## config.mk

```make
export PLATFORM = sky130hd
export DESIGN_NAME = crc64_fmatrix
export DESIGN_NICKNAME = d
export VERILOG_FILES = /design/src/rtl/crc64_fmatrix_pkg.sv /design/src/rtl/crc_matrix_apply.sv /design/src/rtl/crc_data_fold.sv /design/src/rtl/crc_ctrl.sv /design/src/rtl/crc64_fmatrix.sv
export SDC_FILE = /design/constraint.sdc
export NUM_CORES = 1
export LEC_CHECK = 0
export BUFFER_PORTS_ARGS = -buffer_cell sky130_fd_sc_hd__buf_4
export CORE_MARGIN = 1
export CORE_UTILIZATION = 63
export DETAILED_ROUTE_END_ITERATION = 10
export PLACE_DENSITY = 0.83
export SLEW_MARGIN = 20
export SYNTH_ARGS = -nofsm -noshare
export SYNTH_HDL_FRONTEND = slang
export SYNTH_HIERARCHICAL = 1
export SYNTH_SLANG_ARGS = --single-unit
```

## constraint.sdc

```tcl
create_clock -name clk -period 3.6 [get_ports clk]
set_input_delay 0.36 -clock clk [delete_from_list [all_inputs] [get_ports clk]]
set_output_delay 0.36 -clock clk [all_outputs]
set_load 0.02 [all_outputs]
```

## src/rtl/crc64_fmatrix_pkg.sv

```systemverilog
package crc64_fmatrix_pkg;

    parameter int CRC_W = 32;

    typedef logic [CRC_W-1:0]            crc_vec_t;
    typedef logic [CRC_W-1:0][CRC_W-1:0] crc_cols_t;

    typedef enum logic [1:0] {
        ST_ACCUM = 2'd0,
        ST_FLUSH = 2'd1,
        ST_DONE  = 2'd2
    } crc_phase_e;

    // One shift of the augmented divider with a zero input bit.
    function automatic crc_vec_t lfsr_step(input crc_vec_t v, input crc_vec_t poly);
        crc_vec_t r;
        r = {v[CRC_W-2:0], 1'b0};
        if (v[CRC_W-1])
            r = r ^ poly;
        return r;
    endfunction

    // Column j of F^n is the image of unit vector j after n shifts.
    function automatic crc_cols_t lfsr_cols(input crc_vec_t poly, input int n);
        crc_cols_t c;
        crc_vec_t  v;
        for (int j = 0; j < CRC_W; j++) begin
            v    = '0;
            v[j] = 1'b1;
            for (int s = 0; s < n; s++)
                v = lfsr_step(v, poly);
            c[j] = v;
        end
        return c;
    endfunction

endpackage

```

## src/rtl/crc_matrix_apply.sv

```systemverilog
module crc_matrix_apply
    import crc64_fmatrix_pkg::*;
#(
    parameter logic [CRC_W-1:0] POLY   = 32'h04C1_1DB7,
    parameter int               SHIFTS = 32
) (
    input  logic [CRC_W-1:0] vec_in,
    output logic [CRC_W-1:0] vec_out
);
    localparam crc_cols_t COLS = lfsr_cols(POLY, SHIFTS);

    always_comb begin
        vec_out = '0;
        for (int j = 0; j < CRC_W; j++)
            if (vec_in[j])
                vec_out = vec_out ^ COLS[j];
    end
endmodule

```

## src/rtl/crc_data_fold.sv

```systemverilog
module crc_data_fold
    import crc64_fmatrix_pkg::*;
#(
    parameter logic [CRC_W-1:0] POLY   = 32'h04C1_1DB7,
    parameter int               DATA_W = 64
) (
    input  logic [DATA_W-1:0] data_in,
    output logic [CRC_W-1:0]  folded
);
    // DATA_W must be a whole multiple of CRC_W.
    localparam int LANES = DATA_W / CRC_W;

    logic [LANES-1:0][CRC_W-1:0] part;

    // Lane 0 is sent first and sees the most shifts; the last lane none.
    for (genvar l = 0; l < LANES; l++) begin : g_lane
        crc_matrix_apply #(
            .POLY   (POLY),
            .SHIFTS (CRC_W * (LANES - 1 - l))
        ) u_lane (
            .vec_in  (data_in[DATA_W-1-l*CRC_W -: CRC_W]),
            .vec_out (part[l])
        );
    end

    always_comb begin
        folded = '0;
        for (int l = 0; l < LANES; l++)
            folded = folded ^ part[l];
    end
endmodule

```

## src/rtl/crc_ctrl.sv

```systemverilog
module crc_ctrl
    import crc64_fmatrix_pkg::*;
(
    input  logic clk,
    input  logic rst_n,
    input  logic clr,
    input  logic in_valid,
    input  logic in_last,
    output logic take_word,
    output logic from_zero,
    output logic flush_now,
    output logic done
);
    crc_phase_e st_q, st_d;

    always_ff @(posedge clk or negedge rst_n) begin
        if (!rst_n)
            st_q <= ST_ACCUM;
        else
            st_q <= st_d;
    end

    always_comb begin
        st_d = st_q;
        unique case (st_q)
            ST_ACCUM: if (in_valid && in_last) st_d = ST_FLUSH;
            ST_FLUSH: st_d = ST_DONE;
            ST_DONE:  if (in_valid) st_d = in_last ? ST_FLUSH : ST_ACCUM;
            default:  st_d = ST_ACCUM;
        endcase
        if (clr)
            st_d = ST_ACCUM;
    end

    always_comb begin
        take_word = 1'b0;
        from_zero = 1'b0;
        flush_now = 1'b0;
        done      = 1'b0;
        unique case (st_q)
            ST_ACCUM: take_word = in_valid;
            ST_FLUSH: flush_now = 1'b1;
            ST_DONE: begin
                take_word = in_valid;
                from_zero = 1'b1;
                done      = 1'b1;
            end
            default: ;
        endcase
    end
endmodule

```

## src/rtl/crc64_fmatrix.sv

```systemverilog
module crc64_fmatrix
    import crc64_fmatrix_pkg::*;
#(
    parameter logic [CRC_W-1:0] POLY   = 32'h04C1_1DB7,
    parameter int               DATA_W = 64
) (
    input  logic              clk,
    input  logic              rst_n,
    input  logic              clr,
    input  logic              in_valid,
    input  logic              in_last,
    input  logic [DATA_W-1:0] in_data,
    output logic [CRC_W-1:0]  crc_out,
    output logic              done
);
    logic             take_word, from_zero, flush_now;
    logic [CRC_W-1:0] crc_q, state_base, state_adv, data_part, flushed;

    crc_ctrl u_ctrl (
        .clk       (clk),
        .rst_n     (rst_n),
        .clr       (clr),
        .in_valid  (in_valid),
        .in_last   (in_last),
        .take_word (take_word),
        .from_zero (from_zero),
        .flush_now (flush_now),
        .done      (done)
    );

    assign state_base = from_zero ? '0 : crc_q;

    // State through F^DATA_W.
    crc_matrix_apply #(.POLY(POLY), .SHIFTS(DATA_W)) u_state_adv (
        .vec_in  (state_base),
        .vec_out (state_adv)
    );

    // Word halves: first half through F^CRC_W, XOR second half.
    crc_data_fold #(.POLY(POLY), .DATA_W(DATA_W)) u_fold (
        .data_in (in_data),
        .folded  (data_part)
    );

    // Appended zero half-word: state through F^CRC_W.
    crc_matrix_apply #(.POLY(POLY), .SHIFTS(CRC_W)) u_flush (
        .vec_in  (crc_q),
        .vec_out (flushed)
    );

    always_ff @(posedge clk or negedge rst_n) begin
        if (!rst_n)
            crc_q <= '0;
        else if (clr)
            crc_q <= '0;
        else if (flush_now)
            crc_q <= flushed;
        else if (take_word)
            crc_q <= state_adv ^ data_part;
    end

    assign crc_out = crc_q;
endmodule

```

==> flow_metrics.env <==
export IMPL_drive_gt1_frac=0.243
export IMPL_slew_viol_final=0
export IMPL_rsz0062_at_grt="no"
export IMPL_grt_max_degree=38
export IMPL_clkTransAtPathRegs_ns=0.06
export IMPL_avgSynthCellArea_um2=10.8
export IMPL_fp_dieH_um=129
export IMPL_cts_setup_buffers=0
export IMPL_cp_data_required_time_ns=3.76
export IMPL_core_rowCount=46
export IMPL_hold_class="in2async"
export IMPL_period_needed_ns=3.42
export IMPL_h_tree_depth=2
export IMPL_fmax_ghz=0.293
export IMPL_core_area_um2=15800
export IMPL_drc_errors=0
export IMPL_drtPass1Iterations=5
export IMPL_crit_path_end_kind="flip-flop"
export IMPL_skew_ns=0.00380
export IMPL_cts_root_buf="clkbuf_16"
export IMPL_io_buffers=101
export IMPL_worstMarginPinSlew_ns=0.839
export IMPL_tns_ns=0
export IMPL_start_kind="flip-flop"
export IMPL_layout_common_cells="xnor2_1 (377), xor2_1 (167), buf_4 (167)"
export IMPL_grt_usage=0.378
export IMPL_dieWidth_um=129
export IMPL_cp_arrival_ns=3.58
export IMPL_synthesis_area_um2=10200
export IMPL_antenna_cells=0
export IMPL_cp_max_fo=17
export IMPL_place_hpwl_um=25300
export IMPL_hold_viol_final=0
export IMPL_status="finished, final reports clean"
export IMPL_grt_pass1_wl_um=44700
export IMPL_via_per_inst=5.80
export IMPL_wl_per_cell_um=25.2
export IMPL_cts_buffers=5
export IMPL_grt_overflow_total=0
export IMPL_crit_type="reg2reg"
export IMPL_slew_headroom=0.439
export IMPL_final_common_cell="xnor2_1"
export IMPL_cts_sinks=34
export IMPL_synth_cells=945
export IMPL_via_count=7021
export IMPL_io_pin_count=102
export IMPL_min_period_over_period=0.949
export IMPL_finalSetupViolCount=0
export IMPL_fin_nets=1063
export IMPL_grt_pass1_vias=6892
export IMPL_hold_buffers=0
export IMPL_area_growth_pct=8.38
export IMPL_cts_buffer_depth=2
export IMPL_clk_latency_ns=0.28
export IMPL_yosysWarnings=6
export IMPL_wirelength_um=30600
export IMPL_postCtsResizedCells=0
export IMPL_ant_nets=0
export IMPL_synth_cell_types=29
export IMPL_drtIter0Drc=668
export IMPL_synth_seq_cells=34
export IMPL_start_util=0.644
export IMPL_cap_violations=0
export IMPL_syn_num_nets=1014
export IMPL_place_gp_congestion=1.01
export IMPL_cts_tree="built"
export IMPL_yosysSeqAreaShare=0.0834
export IMPL_dieArea_um2=16700
export IMPL_grt_antenna_before_repair=0
[synthesized netlist by cell type]
master | instances | share of area
buf_6 | 12 | 0.013
and3_1 | 1 | 0.00061
a221o_2 | 2 | 0.0022
xor2_1 | 167 | 0.14
xor3_1 | 8 | 0.019
clkbuf_8 | 2 | 0.0027
xnor3_1 | 68 | 0.15
and2b_2 | 1 | 0.00086
clkbuf_2 | 2 | 0.00098
a221o_1 | 30 | 0.029
xnor2_1 | 377 | 0.32
xnor2_4 | 10 | 0.027
xnor3_2 | 1 | 0.0023
nor2b_4 | 1 | 0.0013
buf_4 | 47 | 0.035
inv_1 | 1 | 0.00037
nor3b_4 | 1 | 0.0018
xor2_2 | 7 | 0.011
nor2b_2 | 1 | 0.00086
nor2_1 | 1 | 0.00037
xnor2_2 | 35 | 0.056
xor2_4 | 4 | 0.011
buf_2 | 54 | 0.027
clkbuf_1 | 9 | 0.0033
nor2b_1 | 34 | 0.021
nor4b_1 | 32 | 0.027
xor3_2 | 2 | 0.0049
dfrtp_1 | 34 | 0.083
a22o_1 | 1 | 0.00086
[critical path, stage by stage, from the launching register on]
cell     delay (ns)
dfrtp_1        0.38
nor2b_2        0.18
buf_12         0.16
buf_4          0.20
nor2b_1        0.43
buf_4          0.27
xor2_1         0.18
xnor2_1        0.14
xnor2_1        0.39
xnor3_1        0.46
xor2_1         0.19
a221o_1        0.31
[registers in the layout, indices dropped and copies added (netlist names)]
register and count:
u_ctrl/st_q 2, crc_out 32
[metrics by stage]
step	instances	worst slack [ns]	utilization	hold WS, ns	area (um^2)
2_1_floorplan	945	0.416	-	0.0644	10200
3_3_place_gp	1203	0.169	0.690	0.334	10900
3_5_place_dp	1203	0.183	0.690	0.345	10900
4_1_cts	1210	0.164	0.698	0.0452	11100
5_1_grt	1210	0.0348	0.698	0.0650	11100
6_report	1210	0.184	0.698	0.0262	11100
[cells by family after synthesis]
logic type / count (synthesis) / share of synthesized area
buffers and inverters: 127 / 0.0817
AOI/OAI and AO/OA: 33 / 0.0325
DFF: 34 / 0.0834
xor gates and xnor gates: 679 / 0.748
and+or+nand+nor: 72 / 0.0542
[per-layer routing]
| metal | global-route usage | vias up | share of wire |
|---|---|---|---|
| met1 | 0.509 | 3450 | 0.41 |
| met3 | 0.105 | 64 | 0.10 |
| met5 | 0 | - | 0 |
| li1 | - | 3081 | - |
| met4 | 0.127 | 0 | 0.036 |
| met2 | 0.584 | 426 | 0.45 |
[layout make-up]
class                           instances  area (um^2)
Multi-Input combinational cell        784         8520
Fill cell                            1238         4780
Timing Repair Buffer                  168         1270
Sequential cell                        34          851
Tap cell                              216          270
Clock buffer                            5          125
Clock inverter                          2         10.0
Inverter                                1         3.75
[worst paths after layout]
kind	from	to	slack [ns]	depth (start not counted)
max	u_ctrl/st_q[1]	crc_out[0]	0.18	11
min	rst_n	crc_out[9]	0.03	1
max reg2reg	u_ctrl/st_q[1]	crc_out[0]	0.18	11
min reg2reg	u_ctrl/st_q[0]	u_ctrl/st_q[1]	0.70	2
max in group asynchronous	rst_n	crc_out[30]	3.23	1
min in group clk	in_last	u_ctrl/st_q[0]	0.32	2
Power is not shown: default switching activity piles up to over one toggle a cycle in this logic, so the estimate is an artifact.
